### src/rtl/dpbit_pkg.sv
`timescale 1ns/1ps
package dpbit_pkg;

   localparam int CYC_W = 3;

   typedef enum logic [1:0] {
      K_NONE   = 2'd0,
      K_BRANCH = 2'd1,
      K_MODIFY = 2'd2,
      K_TEST   = 2'd3
   } kind_e;

   typedef enum logic [1:0] {
      SRC_IMM = 2'd0,
      SRC_DIR = 2'd1,
      SRC_EA  = 2'd2
   } src_e;

   typedef struct packed {
      kind_e             kind;
      src_e              src;
      logic [2:0]        bit_idx;
      logic              sense;
      logic [CYC_W-1:0]  cycles;
   } dec_t;

endpackage

### src/rtl/dpbit_decode.sv
`timescale 1ns/1ps
module dpbit_decode
   import dpbit_pkg::*;
#(
   parameter int BITOP_CYCLES = 5,
   parameter bit CLR_EN       = 1'b1
) (
   input  logic [7:0] opcode_i,
   output dec_t       dec_o
);

   localparam logic [CYC_W-1:0] BCYC = CYC_W'(BITOP_CYCLES);

   logic clr_ok;

   generate
      if (CLR_EN) begin : g_clr_on
         assign clr_ok = 1'b1;
      end else begin : g_clr_off
         assign clr_ok = 1'b0;
      end
   endgenerate

   always_comb begin
      dec_o.kind    = K_NONE;
      dec_o.src     = SRC_DIR;
      dec_o.bit_idx = opcode_i[3:1];
      dec_o.sense   = opcode_i[0];
      dec_o.cycles  = BCYC;
      if (opcode_i[7:4] == 4'h0) begin
         dec_o.kind = K_BRANCH;
      end else if (opcode_i[7:4] == 4'h1) begin
         if (!opcode_i[0] || clr_ok) dec_o.kind = K_MODIFY;
      end else if (opcode_i[3:0] == 4'h5) begin
         unique case (opcode_i[7:4])
            4'hA: begin dec_o.kind = K_TEST; dec_o.src = SRC_IMM; dec_o.cycles = 3'd2; end
            4'hB: begin dec_o.kind = K_TEST; dec_o.src = SRC_DIR; dec_o.cycles = 3'd3; end
            4'hC: begin dec_o.kind = K_TEST; dec_o.src = SRC_EA;  dec_o.cycles = 3'd4; end
            4'hD: begin dec_o.kind = K_TEST; dec_o.src = SRC_EA;  dec_o.cycles = 3'd5; end
            4'hE: begin dec_o.kind = K_TEST; dec_o.src = SRC_EA;  dec_o.cycles = 3'd4; end
            4'hF: begin dec_o.kind = K_TEST; dec_o.src = SRC_EA;  dec_o.cycles = 3'd3; end
            default: dec_o.kind = K_NONE;
         endcase
      end
   end

endmodule

### src/rtl/dpbit_seq.sv
`timescale 1ns/1ps
module dpbit_seq
   import dpbit_pkg::*;
(
   input  logic             clk,
   input  logic             rst_n,
   input  logic             accept_i,
   input  logic [CYC_W-1:0] cycles_i,
   output logic             busy_o,
   output logic [CYC_W-1:0] step_o,
   output logic             done_o
);

   logic [CYC_W-1:0] tgt_q;

   always_ff @(posedge clk) begin
      if (!rst_n) begin
         busy_o <= 1'b0;
         step_o <= '0;
         tgt_q  <= '0;
      end else if (accept_i) begin
         busy_o <= 1'b1;
         step_o <= CYC_W'(1);
         tgt_q  <= cycles_i - CYC_W'(1);
      end else if (busy_o) begin
         if (step_o == tgt_q) busy_o <= 1'b0;
         else                 step_o <= step_o + CYC_W'(1);
      end
   end

   assign done_o = busy_o && (step_o == tgt_q);

   // done lasts exactly one cycle
   p_done_single_r8: assert property (@(posedge clk) disable iff (!rst_n)
      done_o |=> !done_o);

   // the step counter never runs past the final cycle
   p_step_bounded_r8: assert property (@(posedge clk) disable iff (!rst_n)
      busy_o |-> (step_o != '0) && (step_o <= tgt_q));

endmodule

### src/rtl/dpbit_alu.sv
`timescale 1ns/1ps
module dpbit_alu #(
   parameter int PW = 16
) (
   input  logic [7:0]    byte_i,
   input  logic [7:0]    acc_i,
   input  logic [7:0]    disp_i,
   input  logic [2:0]    bit_i,
   input  logic          sense_i,
   input  logic [PW-1:0] pc_i,
   output logic          tested_o,
   output logic [PW-1:0] pc_o,
   output logic [7:0]    mod_o,
   output logic [7:0]    and_o
);

   logic [7:0]    mask;
   logic          taken;
   logic [PW-1:0] disp_ext;

   assign mask     = 8'h01 << bit_i;
   assign tested_o = |(byte_i & mask);
   assign taken    = sense_i ? !tested_o : tested_o;
   assign disp_ext = {{(PW-8){disp_i[7]}}, disp_i};
   assign pc_o     = taken ? (pc_i + disp_ext) : pc_i;
   assign mod_o    = sense_i ? (byte_i & ~mask) : (byte_i | mask);
   assign and_o    = acc_i & byte_i;

endmodule

### src/rtl/dpbit_unit.sv
`timescale 1ns/1ps
module dpbit_unit
   import dpbit_pkg::*;
#(
   parameter int AW           = 16,
   parameter int PW           = 16,
   parameter int BITOP_CYCLES = 5,
   parameter bit CLR_EN       = 1'b1
) (
   input  logic          clk,
   input  logic          rst_n,
   input  logic          start,
   input  logic [7:0]    opcode,
   input  logic [7:0]    dir_addr,
   input  logic [7:0]    disp,
   input  logic [AW-1:0] ea,
   input  logic [7:0]    acc,
   input  logic [PW-1:0] pc_seq,
   output logic [AW-1:0] mem_addr,
   output logic          mem_re,
   output logic          mem_we,
   output logic [7:0]    mem_wdata,
   input  logic [7:0]    mem_rdata,
   output logic          busy,
   output logic          done,
   output logic [PW-1:0] pc_out,
   output logic          flag_c,
   output logic          flag_n,
   output logic          flag_z
);

   localparam int PAD = AW - 8;

   generate
      if (AW < 9) begin : g_bad_aw
         $error("dpbit_unit: AW must be at least 9");
      end
      if (PW < 9) begin : g_bad_pw
         $error("dpbit_unit: PW must be at least 9");
      end
      if (BITOP_CYCLES < 3 || BITOP_CYCLES > 7) begin : g_bad_cyc
         $error("dpbit_unit: BITOP_CYCLES must lie in 3..7");
      end
   endgenerate

   dec_t             dec_in;
   kind_e            kind_q, cur_kind;
   src_e             src_q;
   logic [2:0]       bit_q;
   logic             sense_q;
   logic [7:0]       dir_q, disp_q, acc_q, raw_q, mod_q;
   logic [PW-1:0]    pc_q;
   logic             accept, upd;
   logic [CYC_W-1:0] step;

   logic [7:0]       cur_byte, cur_acc, cur_disp, alu_mod, alu_and;
   logic [2:0]       cur_bit;
   logic             cur_sense, alu_tested;
   logic [PW-1:0]    cur_pc, alu_pc;

   dpbit_decode #(.BITOP_CYCLES(BITOP_CYCLES), .CLR_EN(CLR_EN)) u_dec (
      .opcode_i (opcode),
      .dec_o    (dec_in)
   );

   assign accept = start && !busy && (dec_in.kind != K_NONE);

   dpbit_seq u_seq (
      .clk      (clk),
      .rst_n    (rst_n),
      .accept_i (accept),
      .cycles_i (dec_in.cycles),
      .busy_o   (busy),
      .step_o   (step),
      .done_o   (done)
   );

   // operands come straight from the inputs at acceptance, from latches afterwards
   assign cur_kind  = accept ? dec_in.kind    : kind_q;
   assign cur_byte  = accept ? dir_addr       : mem_rdata;
   assign cur_acc   = accept ? acc            : acc_q;
   assign cur_disp  = accept ? disp           : disp_q;
   assign cur_bit   = accept ? dec_in.bit_idx : bit_q;
   assign cur_sense = accept ? dec_in.sense   : sense_q;
   assign cur_pc    = accept ? pc_seq         : pc_q;

   dpbit_alu #(.PW(PW)) u_alu (
      .byte_i   (cur_byte),
      .acc_i    (cur_acc),
      .disp_i   (cur_disp),
      .bit_i    (cur_bit),
      .sense_i  (cur_sense),
      .pc_i     (cur_pc),
      .tested_o (alu_tested),
      .pc_o     (alu_pc),
      .mod_o    (alu_mod),
      .and_o    (alu_and)
   );

   assign upd = (accept && dec_in.src == SRC_IMM) ||
                (busy && step == CYC_W'(1) && src_q != SRC_IMM);

   always_ff @(posedge clk) begin
      if (!rst_n) begin
         kind_q  <= K_NONE;
         src_q   <= SRC_DIR;
         bit_q   <= '0;
         sense_q <= 1'b0;
         dir_q   <= '0;
         disp_q  <= '0;
         acc_q   <= '0;
         pc_q    <= '0;
      end else if (accept) begin
         kind_q  <= dec_in.kind;
         src_q   <= dec_in.src;
         bit_q   <= dec_in.bit_idx;
         sense_q <= dec_in.sense;
         dir_q   <= dir_addr;
         disp_q  <= disp;
         acc_q   <= acc;
         pc_q    <= pc_seq;
      end
   end

   always_ff @(posedge clk) begin
      if (!rst_n) begin
         flag_c <= 1'b0;
         flag_n <= 1'b0;
         flag_z <= 1'b0;
         pc_out <= '0;
         raw_q  <= '0;
         mod_q  <= '0;
      end else if (upd) begin
         unique case (cur_kind)
            K_BRANCH: begin
               flag_c <= alu_tested;
               pc_out <= alu_pc;
            end
            K_MODIFY: begin
               raw_q  <= cur_byte;
               mod_q  <= alu_mod;
               pc_out <= cur_pc;
            end
            K_TEST: begin
               flag_n <= alu_and[7];
               flag_z <= (alu_and == 8'h00);
               pc_out <= cur_pc;
            end
            default: ;
         endcase
      end
   end

   assign mem_re    = accept && (dec_in.src != SRC_IMM);
   assign mem_we    = busy && (step == CYC_W'(2)) && (kind_q == K_MODIFY);
   assign mem_wdata = mod_q;

   always_comb begin
      if (busy)                     mem_addr = {{PAD{1'b0}}, dir_q};
      else if (dec_in.src == SRC_EA) mem_addr = ea;
      else                          mem_addr = {{PAD{1'b0}}, dir_addr};
   end

   // a read and a write never share a cycle
   p_rw_exclusive_r12: assert property (@(posedge clk) disable iff (!rst_n)
      !(mem_re && mem_we));

   // only the selected bit may differ between the read and the written byte
   p_rmw_one_bit_r5: assert property (@(posedge clk) disable iff (!rst_n)
      mem_we |-> (((mem_wdata ^ raw_q) & ~(8'h01 << bit_q)) == 8'h00));

   // the flags hold still during a bit write
   p_modify_keeps_flags_r5: assert property (@(posedge clk) disable iff (!rst_n)
      (busy && kind_q == K_MODIFY) |=> ($stable(flag_c) && $stable(flag_n) && $stable(flag_z)));

   // a test-and-branch leaves the negative and zero flags alone
   p_branch_keeps_nz_r4: assert property (@(posedge clk) disable iff (!rst_n)
      (busy && kind_q == K_BRANCH) |=> ($stable(flag_n) && $stable(flag_z)));

   // the accumulator bit test leaves carry alone
   p_test_keeps_c_r9: assert property (@(posedge clk) disable iff (!rst_n)
      (busy && kind_q == K_TEST) |=> $stable(flag_c));

   // an unknown opcode starts nothing
   p_illegal_ignored_r11: assert property (@(posedge clk) disable iff (!rst_n)
      (start && !busy && dec_in.kind == K_NONE) |-> (!mem_re ##1 !busy));

   // a running instruction cannot be aborted or restarted
   p_no_restart_r11: assert property (@(posedge clk) disable iff (!rst_n)
      (busy && !done) |=> (busy && step == $past(step) + CYC_W'(1)));

endmodule

### config.mk
export PLATFORM = sky130hd
export DESIGN_NAME = dpbit_unit
export DESIGN_NICKNAME = d
export VERILOG_FILES = /design/src/rtl/dpbit_pkg.sv /design/src/rtl/dpbit_decode.sv /design/src/rtl/dpbit_seq.sv /design/src/rtl/dpbit_alu.sv /design/src/rtl/dpbit_unit.sv
export SDC_FILE = /design/constraint.sdc
export NUM_CORES = 1
export LEC_CHECK = 0
export BUFFER_PORTS_ARGS = -buffer_cell sky130_fd_sc_hd__buf_2
export CAP_MARGIN = 20
export CORE_MARGIN = 5
export CORE_UTILIZATION = 59
export DETAILED_ROUTE_END_ITERATION = 12
export PLACE_DENSITY = 0.9
export SYNTH_ARGS = -nofsm -noshare
export SYNTH_HDL_FRONTEND = slang
export SYNTH_SLANG_ARGS = --single-unit
### constraint.sdc
create_clock -name clk -period 16.9 [get_ports clk]
set_input_delay 5.07 -clock clk [delete_from_list [all_inputs] [get_ports clk]]
set_output_delay 5.07 -clock clk [all_outputs]
set_load 0.05 [all_outputs]
==> impl_metrics.sql <==
INSERT INTO impl_metrics (metric_group, metric, value, unit) VALUES
('layout', 'multiInputGateArea', '3280', 'um^2'),
('routing', 'detailedRoute.firstPassIterationCount', '8', ''),
('clocking', 'clkSinkCount', '82', ''),
('routing', 'route.layer.met1.wl', '5690', 'um'),
('run_status', 'outcome', 'finished, final reports clean', ''),
('timing', 'timing_max_transition_violations_final', '0', ''),
('clocking', 'htreeDepth', '3', ''),
('placement', 'io_buffers', '121', ''),
('grt', 'number_of_antenna_violations_at_the_first_check_in_global_routing', '0', ''),
('grt', 'global_route.usage.total', '25.9', '%'),
('die', 'floorplan.die.height', '103', 'um'),
('timing', 'fmax', '0.0833', 'GHz'),
('pwr', 'p_per_area', '73.9', 'nW/um^2'),
('layout', 'syn_to_final_growth', '16.8', '%'),
('routing', 'vias_per_cell', '6.06', ''),
('grt', 'grt_start_max_net_pins', '89', ''),
('clocking', 'cts.root.buffer_cell', 'sky130_fd_sc_hd__clkbuf_8', ''),
('synth', 'post-synth-top-area-fraction', '32.0', '%'),
('synth', 'post-synth-top-count-cell', 'sky130_fd_sc_hd__nand2_1', ''),
('critical_path', 'cp_max_fo', '55', ''),
('clocking', 'cts.clk_slew.worst_paths', '0.09', 'ns'),
('layout', 'fin_nets', '829', ''),
('placement', 'place_congestion', '0.928', ''),
('timing', 'number_of_setup_violations_in_the_final_report', '0', ''),
('synth', 'synth_cell_count_leaders', 'sky130_fd_sc_hd__nand2_1 (106), sky130_fd_sc_hd__dfxtp_1 (82), sky130_fd_sc_hd__mux2i_1 (44)', ''),
('timing', 'clock_skew', '0.00907', 'ns'),
('layout', 'drive_above_1_share', '21.2', '%'),
('flow_run', 'drv.max_cap_violation_count', '0', ''),
('routing', 'postRouteAntennaNets', '0', ''),
('clocking', 'cts_buffers', '9', ''),
('synth', 'syn_inst', '640', ''),
('critical_path', 'timing.critical_path.slowest_stage_cell', 'sky130_fd_sc_hd__nor2b_1', ''),
('clocking', 'postCtsHoldBufs', '0', ''),
('synth', 'syn_nets', '730', ''),
('layout', 'layout.filler_cells', '703', ''),
('synth', 'asyncSetResetFlopFracSynth', '0', '%'),
('routing', 'detail_route.drc_violations', '0', ''),
('routing', 'drc_violation_total_after_the_first_tritonroute_iteration', '304', ''),
('critical_path', 'required', '11.83', 'ns'),
('die', 'die-width', '103', 'um'),
('grt', 'grt_pass1_vias', '4772', ''),
('pwr', 'power.total', '0.000443', 'W'),
('timing', 'max_slew_headroom', '42.6', '%'),
('critical_path', 'timing.critical_path.cells', 'buf_2, nor2b_1, nand2_4, nor2_1, buf_2', ''),
('timing', 'unrepaired_setup_endpoints_after_global_routing', 'false', ''),
('die', 'dieArea', '10700', 'um^2'),
('pwr', 'vdd_drop_max', '48.1', 'uV'),
('timing', 'fin_crit', '12.01', 'ns'),
('die', 'initial_standard_cell_utilization_of_the_core', '59.7', '%'),
('timing', 'timing.final.hold_violations', '0', ''),
('pwr', 'total_leakage_power', '2.64', 'nW'),
('critical_path', 'critPathMaxStageDelay', '0.66', 'ns'),
('clocking', 'clockBufferDepth', '2', ''),
('synth', 'synth-main-ff-cell', 'sky130_fd_sc_hd__dfxtp_1', ''),
('timing', 'tightestPinTransition', '0.857', 'ns'),
('die', 'ioPinCount', '122', ''),
('timing', 'setup_tns', '0', 'ns'),
('critical_path', 'critical-path-top-cell-by-count', 'sky130_fd_sc_hd__buf_2', ''),
('worst_hold_path', 'holdCritPathClass', 'reg -> reg', ''),
('critical_path', 'startpoint_type', 'input pin', ''),
('routing', 'top_layer_used', 'met4', ''),
('synth', 'synth-edff-count', '0', ''),
('clocking', 'cts_repair_resize_count', '0', ''),
('synth', 'ys_seq_elements', '82', ''),
('timing', 'timing.final.crit_share', '71.1', '%'),
('synth', 'avgSynthCellArea', '8.01', 'um^2'),
('routing', 'met3_wirelength', '1230', 'um'),
('critical_path', 'critPathArrivalTime', '6.94', 'ns'),
('die', 'number_of_rows_in_the_core_area', '34', ''),
('placement', 'place.detailed.hpwl', '10300', 'um'),
('synth', 'synth.cell_area', '5130', 'um^2');
[path summary, 6_finish.rpt]
| kind | start | to | slack (ns) | cells after the start |
|---|---|---|---|---|
| setup / recovery | start | mem_re | 4.89 | 5 |
| hold / removal | dir_q[3] | dir_q[3] | 0.47 | 2 |
| setup reg to reg | u_seq.busy_o | pc_out[12] | 11.92 | 14 |
| hold reg to reg | dir_q[3] | dir_q[3] | 0.47 | 2 |
[cell usage in the layout, fill, tap and decap left out, types with 5 or more instances in the layout]
| cell | instances |
|---|---|
| sky130_fd_sc_hd__nor2_1 | 32 |
| sky130_fd_sc_hd__nor3_1 | 16 |
| sky130_fd_sc_hd__a31oi_1 | 8 |
| sky130_fd_sc_hd__clkbuf_8 | 11 |
| sky130_fd_sc_hd__a21boi_0 | 18 |
| sky130_fd_sc_hd__buf_2 | 121 |
| sky130_fd_sc_hd__ha_1 | 14 |
| sky130_fd_sc_hd__a21oi_1 | 25 |
| sky130_fd_sc_hd__a22oi_1 | 5 |
| sky130_fd_sc_hd__and2_1 | 37 |
| sky130_fd_sc_hd__dfxtp_1 | 82 |
| sky130_fd_sc_hd__nand3_1 | 25 |
| sky130_fd_sc_hd__o21ai_0 | 31 |
| sky130_fd_sc_hd__a211oi_1 | 6 |
| sky130_fd_sc_hd__xnor2_1 | 10 |
| sky130_fd_sc_hd__a21o_1 | 5 |
| sky130_fd_sc_hd__mux2i_1 | 44 |
| sky130_fd_sc_hd__nor2b_1 | 25 |
| sky130_fd_sc_hd__inv_1 | 15 |
| sky130_fd_sc_hd__o31ai_1 | 6 |
| sky130_fd_sc_hd__o211ai_1 | 8 |
| sky130_fd_sc_hd__nand2b_1 | 5 |
| sky130_fd_sc_hd__nand2_1 | 106 |
[layer usage]
metal | up-vias | track usage, %
met2 | 247 | 45.8
met4 | 0 | 9.96
met5 | - | 0
li1 | 2478 | -
met3 | 31 | 4.29
met1 | 2408 | 31.3
[kinds of logic (layout without fill, tap and decap cells)]
group                      after synthesis  after routing  synth area share [%]
AOI/OAI and AO/OA                      159            159                  22.2
xor gates and xnor gates                14             14                  2.39
adders and majority gates               15             15                  3.81
buffers and inverters                   53            157                  4.15
DFF                                     82             82                  32.0
muxes                                   46             46                  9.03
and+or+nand+nor                        271            271                  26.4
[report_power, final]
| group | internal, W | leakage, nW | switching, W |
|---|---|---|---|
| Combinational | 0.0000271 | 1.86 | 0.0000466 |
| Sequential | 0.000197 | 0.663 | 0.00000247 |
| Clock | 0.0000922 | 0.116 | 0.0000777 |
| Total | 0.000316 | 2.64 | 0.000127 |
[sequential cells by signal, summed over array words and instances, names as in the netlist]
name          cells
src_q             2
mem_wdata         8
sense_q           1
flag_c            1
u_seq.busy_o      1
bit_q             3
flag_n            1
acc_q             8
pc_q             16
u_seq.tgt_q       3
dir_q             8
flag_z            1
u_seq.step_o      3
pc_out           16
disp_q            8
kind_q            2
[critical path, delay by kind of cell]
kind / cells / cell delay [ns]
AND/OR/NAND/NOR: 3 / 1.47
buffers and inverters: 2 / 0.38
[stage by stage]
stage	instance area, um^2	std cells	hold slack, ns	setup WS, ns
floorplan	5130	640	0.443	4.62
global placement	5750	836	0.453	5.01
detailed placement	5750	836	0.461	4.90
CTS	5990	852	0.475	4.89
global route	5990	852	0.503	4.78
finish	5990	852	0.472	4.89
[layout make-up]
| cell class | count | share of cell area, % |
|---|---|---|
| inverters | 16 | 1.00 |
| well taps | 108 | 2.26 |
| flip-flops and latches | 82 | 27.4 |
| clock buffers | 11 | 2.53 |
| clock inverters | 5 | 1.42 |
| multi-input cells | 505 | 54.8 |
| repair buffers | 125 | 10.6 |
(Power assumes the default switching activity.)
